File: config.mk
export PLATFORM = sky130hd
export DESIGN_NAME = tdm_rx_frontend
export DESIGN_NICKNAME = d
export VERILOG_FILES = /design/src/rtl/tdm_rx_pkg.sv /design/src/rtl/tdm_frame_timer.sv /design/src/rtl/tdm_deser.sv /design/src/rtl/tdm_data_mem.sv /design/src/rtl/tdm_rx_frontend.sv
export SDC_FILE = /design/constraint.sdc
export NUM_CORES = 2
export LEC_CHECK = 0
export BUFFER_PORTS_ARGS = -buffer_cell sky130_fd_sc_hd__buf_2
export CAP_MARGIN = 25
export CORE_MARGIN = 1
export CORE_UTILIZATION = 40
export DETAILED_ROUTE_END_ITERATION = 7
export SLEW_MARGIN = 20
export SYNTH_ARGS = -nofsm -noshare
export SYNTH_HDL_FRONTEND = slang
export SYNTH_SLANG_ARGS = --single-unit
File: constraint.sdc
create_clock -name clk -period 13.45 [get_ports clk]
set_input_delay 2.69 -clock clk [delete_from_list [all_inputs] [get_ports clk]]
set_output_delay 2.69 -clock clk [all_outputs]
set_load 0.005 [all_outputs]
File: src/rtl/tdm_rx_pkg.sv
package tdm_rx_pkg;
    localparam int unsigned DEF_STREAMS = 8;
    localparam int unsigned DEF_CHANS   = 32;
    localparam int unsigned DEF_BITS    = 8;

    // Strobes from the frame timer to the deserializer
    typedef struct packed {
        logic smp;   // sample edge (end of first half of a bit cell)
        logic last;  // sample edge of the final bit of a channel
    } tdm_tick_t;
endpackage

File: src/rtl/tdm_frame_timer.sv
module tdm_frame_timer
    import tdm_rx_pkg::*;
#(
    parameter int unsigned CHANS = DEF_CHANS,
    parameter int unsigned BITS  = DEF_BITS,
    localparam int unsigned CW   = $clog2(CHANS),
    localparam int unsigned BW   = $clog2(BITS),
    localparam int unsigned CNTW = CW + BW + 1
) (
    input  logic          clk,
    input  logic          rst_n,
    input  logic          fp_n,
    output logic [CW-1:0] chan_o,
    output logic [BW-1:0] bit_o,
    output logic          half_o,
    output tdm_tick_t     tick_o
);
    typedef struct packed {
        logic [CNTW-1:0] cnt;
    } tmr_st_t;

    tmr_st_t st_d, st_q;
    logic [BW-1:0] idx;

    always_comb begin
        st_d = st_q;
        if (!fp_n) begin
            st_d.cnt = '0;
        end else begin
            st_d.cnt = st_q.cnt + 1'b1;
        end
    end

    always_ff @(posedge clk or negedge rst_n) begin
        if (!rst_n) begin
            st_q <= '0;
        end else begin
            st_q <= st_d;
        end
    end

    assign idx         = st_q.cnt[BW:1];
    assign chan_o      = st_q.cnt[CNTW-1:BW+1];
    assign bit_o       = ~idx;
    assign half_o      = st_q.cnt[0];
    assign tick_o.smp  = ~st_q.cnt[0];
    assign tick_o.last = ~st_q.cnt[0] & (&idx);
endmodule

File: src/rtl/tdm_deser.sv
module tdm_deser
    import tdm_rx_pkg::*;
#(
    parameter int unsigned STREAMS = DEF_STREAMS,
    parameter int unsigned CHANS   = DEF_CHANS,
    parameter int unsigned BITS    = DEF_BITS,
    localparam int unsigned CW     = $clog2(CHANS)
) (
    input  logic                           clk,
    input  logic                           rst_n,
    input  logic [STREAMS-1:0]             si,
    input  tdm_tick_t                      tick,
    input  logic [CW-1:0]                  chan,
    output logic                           wr_en,
    output logic [CW-1:0]                  wr_chan,
    output logic [STREAMS-1:0][BITS-1:0]   wr_data
);
    typedef struct packed {
        logic [STREAMS-1:0][BITS-1:0] shf;
        logic [STREAMS-1:0][BITS-1:0] hold;
        logic                         wr;
        logic [CW-1:0]                wch;
    } des_st_t;

    des_st_t st_d, st_q;

    always_comb begin
        st_d    = st_q;
        st_d.wr = 1'b0;
        if (tick.smp) begin
            for (int s = 0; s < STREAMS; s++) begin
                st_d.shf[s] = {st_q.shf[s][BITS-2:0], si[s]};
            end
            if (tick.last) begin
                st_d.hold = st_d.shf;
                st_d.wr   = 1'b1;
                st_d.wch  = chan;
            end
        end
    end

    always_ff @(posedge clk or negedge rst_n) begin
        if (!rst_n) begin
            st_q <= '0;
        end else begin
            st_q <= st_d;
        end
    end

    assign wr_en   = st_q.wr;
    assign wr_chan = st_q.wch;
    assign wr_data = st_q.hold;
endmodule

File: src/rtl/tdm_data_mem.sv
module tdm_data_mem
    import tdm_rx_pkg::*;
#(
    parameter int unsigned STREAMS = DEF_STREAMS,
    parameter int unsigned CHANS   = DEF_CHANS,
    parameter int unsigned BITS    = DEF_BITS,
    localparam int unsigned SW     = $clog2(STREAMS),
    localparam int unsigned CW     = $clog2(CHANS)
) (
    input  logic                         clk,
    input  logic                         rst_n,
    input  logic                         wr_en,
    input  logic [CW-1:0]                wr_chan,
    input  logic [STREAMS-1:0][BITS-1:0] wr_data,
    input  logic [SW+CW-1:0]             rd_addr,
    output logic [BITS-1:0]              rd_data
);
    logic [STREAMS-1:0][BITS-1:0] bank_rd;
    logic [BITS-1:0] rd_d, rd_q;

    // One bank per stream so all streams commit in the same edge
    for (genvar b = 0; b < STREAMS; b++) begin : g_bank
        logic [BITS-1:0] cells [CHANS];

        always_ff @(posedge clk) begin
            if (wr_en) begin
                cells[wr_chan] <= wr_data[b];
            end
        end

        assign bank_rd[b] = cells[rd_addr[CW-1:0]];
    end

    always_comb begin
        rd_d = bank_rd[rd_addr[SW+CW-1:CW]];
    end

    always_ff @(posedge clk or negedge rst_n) begin
        if (!rst_n) begin
            rd_q <= '0;
        end else begin
            rd_q <= rd_d;
        end
    end

    assign rd_data = rd_q;
endmodule

File: src/rtl/tdm_rx_frontend.sv
module tdm_rx_frontend
    import tdm_rx_pkg::*;
#(
    parameter int unsigned STREAMS = DEF_STREAMS,
    parameter int unsigned CHANS   = DEF_CHANS,
    parameter int unsigned BITS    = DEF_BITS,
    localparam int unsigned SW     = $clog2(STREAMS),
    localparam int unsigned CW     = $clog2(CHANS),
    localparam int unsigned BW     = $clog2(BITS)
) (
    input  logic               clk,
    input  logic               rst_n,
    input  logic               fp_n,
    input  logic [STREAMS-1:0] si,
    input  logic [SW+CW-1:0]   rd_addr,
    output logic [BITS-1:0]    rd_data,
    output logic [CW-1:0]      chan_o,
    output logic [BW-1:0]      bit_o,
    output logic               half_o
);
    tdm_tick_t                    tick;
    logic                         wr_en;
    logic [CW-1:0]                wr_chan;
    logic [STREAMS-1:0][BITS-1:0] wr_data;

    tdm_frame_timer #(
        .CHANS (CHANS),
        .BITS  (BITS)
    ) u_timer (
        .clk    (clk),
        .rst_n  (rst_n),
        .fp_n   (fp_n),
        .chan_o (chan_o),
        .bit_o  (bit_o),
        .half_o (half_o),
        .tick_o (tick)
    );

    tdm_deser #(
        .STREAMS (STREAMS),
        .CHANS   (CHANS),
        .BITS    (BITS)
    ) u_deser (
        .clk     (clk),
        .rst_n   (rst_n),
        .si      (si),
        .tick    (tick),
        .chan    (chan_o),
        .wr_en   (wr_en),
        .wr_chan (wr_chan),
        .wr_data (wr_data)
    );

    tdm_data_mem #(
        .STREAMS (STREAMS),
        .CHANS   (CHANS),
        .BITS    (BITS)
    ) u_mem (
        .clk     (clk),
        .rst_n   (rst_n),
        .wr_en   (wr_en),
        .wr_chan (wr_chan),
        .wr_data (wr_data),
        .rd_addr (rd_addr),
        .rd_data (rd_data)
    );
endmodule

==> impl_metrics.csv <==
group,metric,value,unit
placement,place_congestion,0.764,
die,core,207000,µm²
finish,nets,4085,
die,dieArea,210000,µm²
run,drv_cap,0,
cts,cts_resized,0,
setup_path,cp-start-kind,"input port",
cts,cts_max_path_buffers,3,
global_route,grtUsageMet3,4.17,%
finish,area_growth,12.7,%
drt,detail-route-antenna-nets,0,
logic_synthesis,synth_area_leader_cell,"edfxtp_1",
cts,cts_sinks,2191,
finish,layout_common_cells,"edfxtp_1 (2,048), mux4_2 (431), nand2_1 (237), clkbuf_16 (215), mux2i_1 (165)",
placement,port-buffer-count,35,
cts,cts-root-buf,"clkbuf_16",
timing,clock_skew,0.0333,ns
logic_synthesis,ys_ff_latch,2191,
drt,via_per_inst,5.82,
setup_path,critPathRequiredTime,14.15,ns
die,start_util,40.3,%
logic_synthesis,synth_area_leaders,"edfxtp_1 (74%), mux4_2 (12%), dfrtp_1 (4.3%)",
power_and_ir_drop,total_power,13.7,mW
setup_path,r2r_slack,9.67,ns
setup_path,slowest_delay,0.88,ns
power_and_ir_drop,power.clock.fraction,42.7,%
timing,worst_pin_slew,1.16,ns
setup_path,path_max_fanout,96,
cts,clk_latency,0.87,ns
global_route,grt_max_degree,113,
placement,hpwlAfterDp,113000,µm
global_route,top_usage_layer,"met2",
power_and_ir_drop,power_density,146,nW/µm²
setup_path,worstPathArrival,7.02,ns
logic_synthesis,synthArstFlopShare,6.53,%
setup_path,cpMostUsedCell,"nor4_2",
setup_path,crit_family,"buffers and inverters",
drt,vias,41000,
cts,path_clk_slew,0.06,ns
finish,drive_above_1_share,24.6,%
global_route,track_usage,21.0,%
setup_path,crit_type,"in -> reg",
drt,detail_route.wl_per_cell,31.5,µm
finish,final_common_cell,"edfxtp_1",
timing,finalSetupViolations,0,
setup_path,path_cells,"buf_8, buf_12, buf_4, mux4_2, a22oi_1, a21oi_1, nor4_2, nor4_2",
die,die_x,459,µm
power_and_ir_drop,p_sw,2.85,mW
cts,cts_tree,"yes",
placement,place_area,87100,µm²
finish,regArea,65100,µm²
global_route,overflow,0,
timing,min_period,6.32,ns
timing,maxSlewViolCount,0,
timing,grt_setup_unrepaired,"false",
power_and_ir_drop,ir_worst_vdd,116,µV
logic_synthesis,synth.distinct_cells,55,
cts,hold_buffers,0,
finish,stdcell_count,7040,
cts,cts_buffers,211,
setup_path,worst-path-buf-inv,3,
global_route,grt_pass1_wl,310000,µm
logic_synthesis,synth_edf_count,2048,
die,die_h,459,µm
worst_hold_path,hp-class,"reg -> reg",
logic_synthesis,synth_area,83400,µm²
timing,whs,0.462,ns
die,rows,167,
power_and_ir_drop,internal_power,10.9,mW
setup_path,cp_slowest_cell,"buf_4",
power_and_ir_drop,power_frac_seq,54.4,%
logic_synthesis,yosys_warnings,0,
logic_synthesis,netlist_instances,3909,
finish,fin_area,94000,µm²
timing,hold_violations,0,
timing,layout_worst_path_cycle_share,47.0,%
setup_path,cp-end-kind,"register",
power_and_ir_drop,cellLeakagePower,32.7,nW
logic_synthesis,yosysTopAreaCellShare,73.7,%
cts,cts_setup_buffers,0,
timing,slew_headroom,22.7,%
logic_synthesis,ys.flop_type,"edfxtp_1",
drt,firstDrtPassIters,6,
global_route,use_met1,28.9,%
logic_synthesis,synth.avg_cell_area,21.3,µm²
power_and_ir_drop,swShare,20.8,%
power_and_ir_drop,power_frac_comb,3.0,%
finish,multi_input_area,17300,µm²
drt,first_iter_violations,5389,
timing,tns,0,ns
drt,wl,222000,µm
timing,timing.fmax,158,MHz
cts,htreeDepth,4,
outcome,status,"complete, no violations",
global_route,gr-usage-met2,33.4,%
logic_synthesis,ys_seq_area_share,78.0,%
die,io_pins,36,
placement,placed_cells,6630,
global_route,grt_pass1_vias,41400,
finish,nFillCells,17200,
logic_synthesis,syn_nets,3929,
drt,drc,0,
global_route,antenna_found_initial,6,
-- logic make-up after synthesis --
kind of cell / Yosys count / synth area share, %
mux: 652 / 14.4
buf+inv: 231 / 1.74
fa+ha+maj: 1 / 0.0150
simple gates: 419 / 2.34
compound gates: 408 / 3.42
xor+xnor: 7 / 0.0735
flops: 2191 / 78.0
-- synthesized netlist by cell type, types with 2 or more instances --
cell	count
edfxtp_1	2048
mux4_2	431
nand2_1	237
mux2i_1	165
a22oi_1	154
dfrtp_1	143
clkbuf_1	95
a21oi_1	84
buf_2	56
mux2_2	56
o22ai_1	56
nor2_1	49
o221ai_1	32
nor4_1	30
buf_4	29
buf_6	23
a221oi_1	17
a22o_1	16
nand3_1	15
nor3_1	15
buf_12	13
a211oi_1	12
and2_1	11
nand2b_1	10
nand3b_1	9
nor2b_1	9
buf_1	8
o21ai_1	8
a311oi_1	7
nand4_1	7
nor4_2	7
xnor2_1	6
a31oi_1	5
o211ai_1	5
o22a_1	5
or2_2	5
inv_1	4
or3b_2	4
o21ai_0	3
and3_1	2
and3b_1	2
buf_8	2
or3_1	2
-- routing by layer --
layer / vias to the layer above / share of wire (%)
li1: 16600 / -
met1: 22200 / 41
met2: 1840 / 48
met3: 344 / 8.1
met4: 4 / 3.2
met5: - / 0.0090
-- worst register-to-register path, delay by kind of cell (launching register included) --
family,cells,cell delay [ns]
flops,1,0.40
simple gates,2,1.68
buf+inv,2,1.30
-- power by group through the flow --
| stage | Combinational, mW | Clock [mW] | Sequential (mW) |
|---|---|---|---|
| CTS | 0.407 | 5.92 | 7.45 |
| global route | 0.427 | 6.18 | 7.45 |
| global placement | 0.401 | 0 | 7.59 |
| detailed placement | 0.406 | 0 | 7.59 |
| floorplan | 0.269 | 0 | 7.56 |
| finish | 0.406 | 5.84 | 7.45 |
-- state kept, by name (all words and copies together), names as in the netlist --
name,cells
u_deser.st_q,56
u_deser.wr_chan,5
u_deser.wr_data,64
u_deser.wr_en,1
u_mem.g_bank.cells,2048
u_mem.rd_data,8
u_timer.st_q,9
-- layout make-up --
| cell class | count | area share [%] |
|---|---|---|
| Clock inverter | 109 | 0.985 |
| Sequential cell | 2191 | 69.2 |
| Antenna cell | 1 | 0.00266 |
| Multi-Input combinational cell | 1487 | 18.4 |
| Inverter | 5 | 0.0226 |
| Tap cell | 2788 | 3.71 |
| Timing Repair Buffer | 169 | 1.43 |
| Clock buffer | 290 | 6.26 |
-- worst paths after layout --
| path | from | end | depth (start not counted) |
|---|---|---|---|
| max reg2reg | u_deser.wr_chan[1]$_DFFE_PN0P_ | u_mem.g_bank[3].cells[21][2]$_DFFE_PP_ | 4 |
| min in group asynchronous | rst_n | u_deser.wr_data[50]$_DFFE_PN0P_ | 1 |
| max in group asynchronous | rst_n | u_deser.wr_data[43]$_DFFE_PN0P_ | 2 |
| max | rd_addr[0] | u_mem.rd_data[3]$_DFF_PN0_ | 8 |
| min reg2reg | u_deser.st_q[132]$_DFFE_PN0N_ | u_deser.wr_data[63]$_DFFE_PN0P_ | 2 |
| min | u_deser.st_q[132]$_DFFE_PN0N_ | u_deser.wr_data[63]$_DFFE_PN0P_ | 2 |
-- metrics by stage --
step / worst slack (ns) / util [%]
after floorplan: 8.90 / -
after global placement: 5.16 / 42.0
after detailed placement: 6.03 / 42.0
after CTS: 6.95 / 45.3
after global routing: 6.84 / 45.4
final: 7.13 / 45.4
Note: power is estimated with default switching activity, not from simulation.
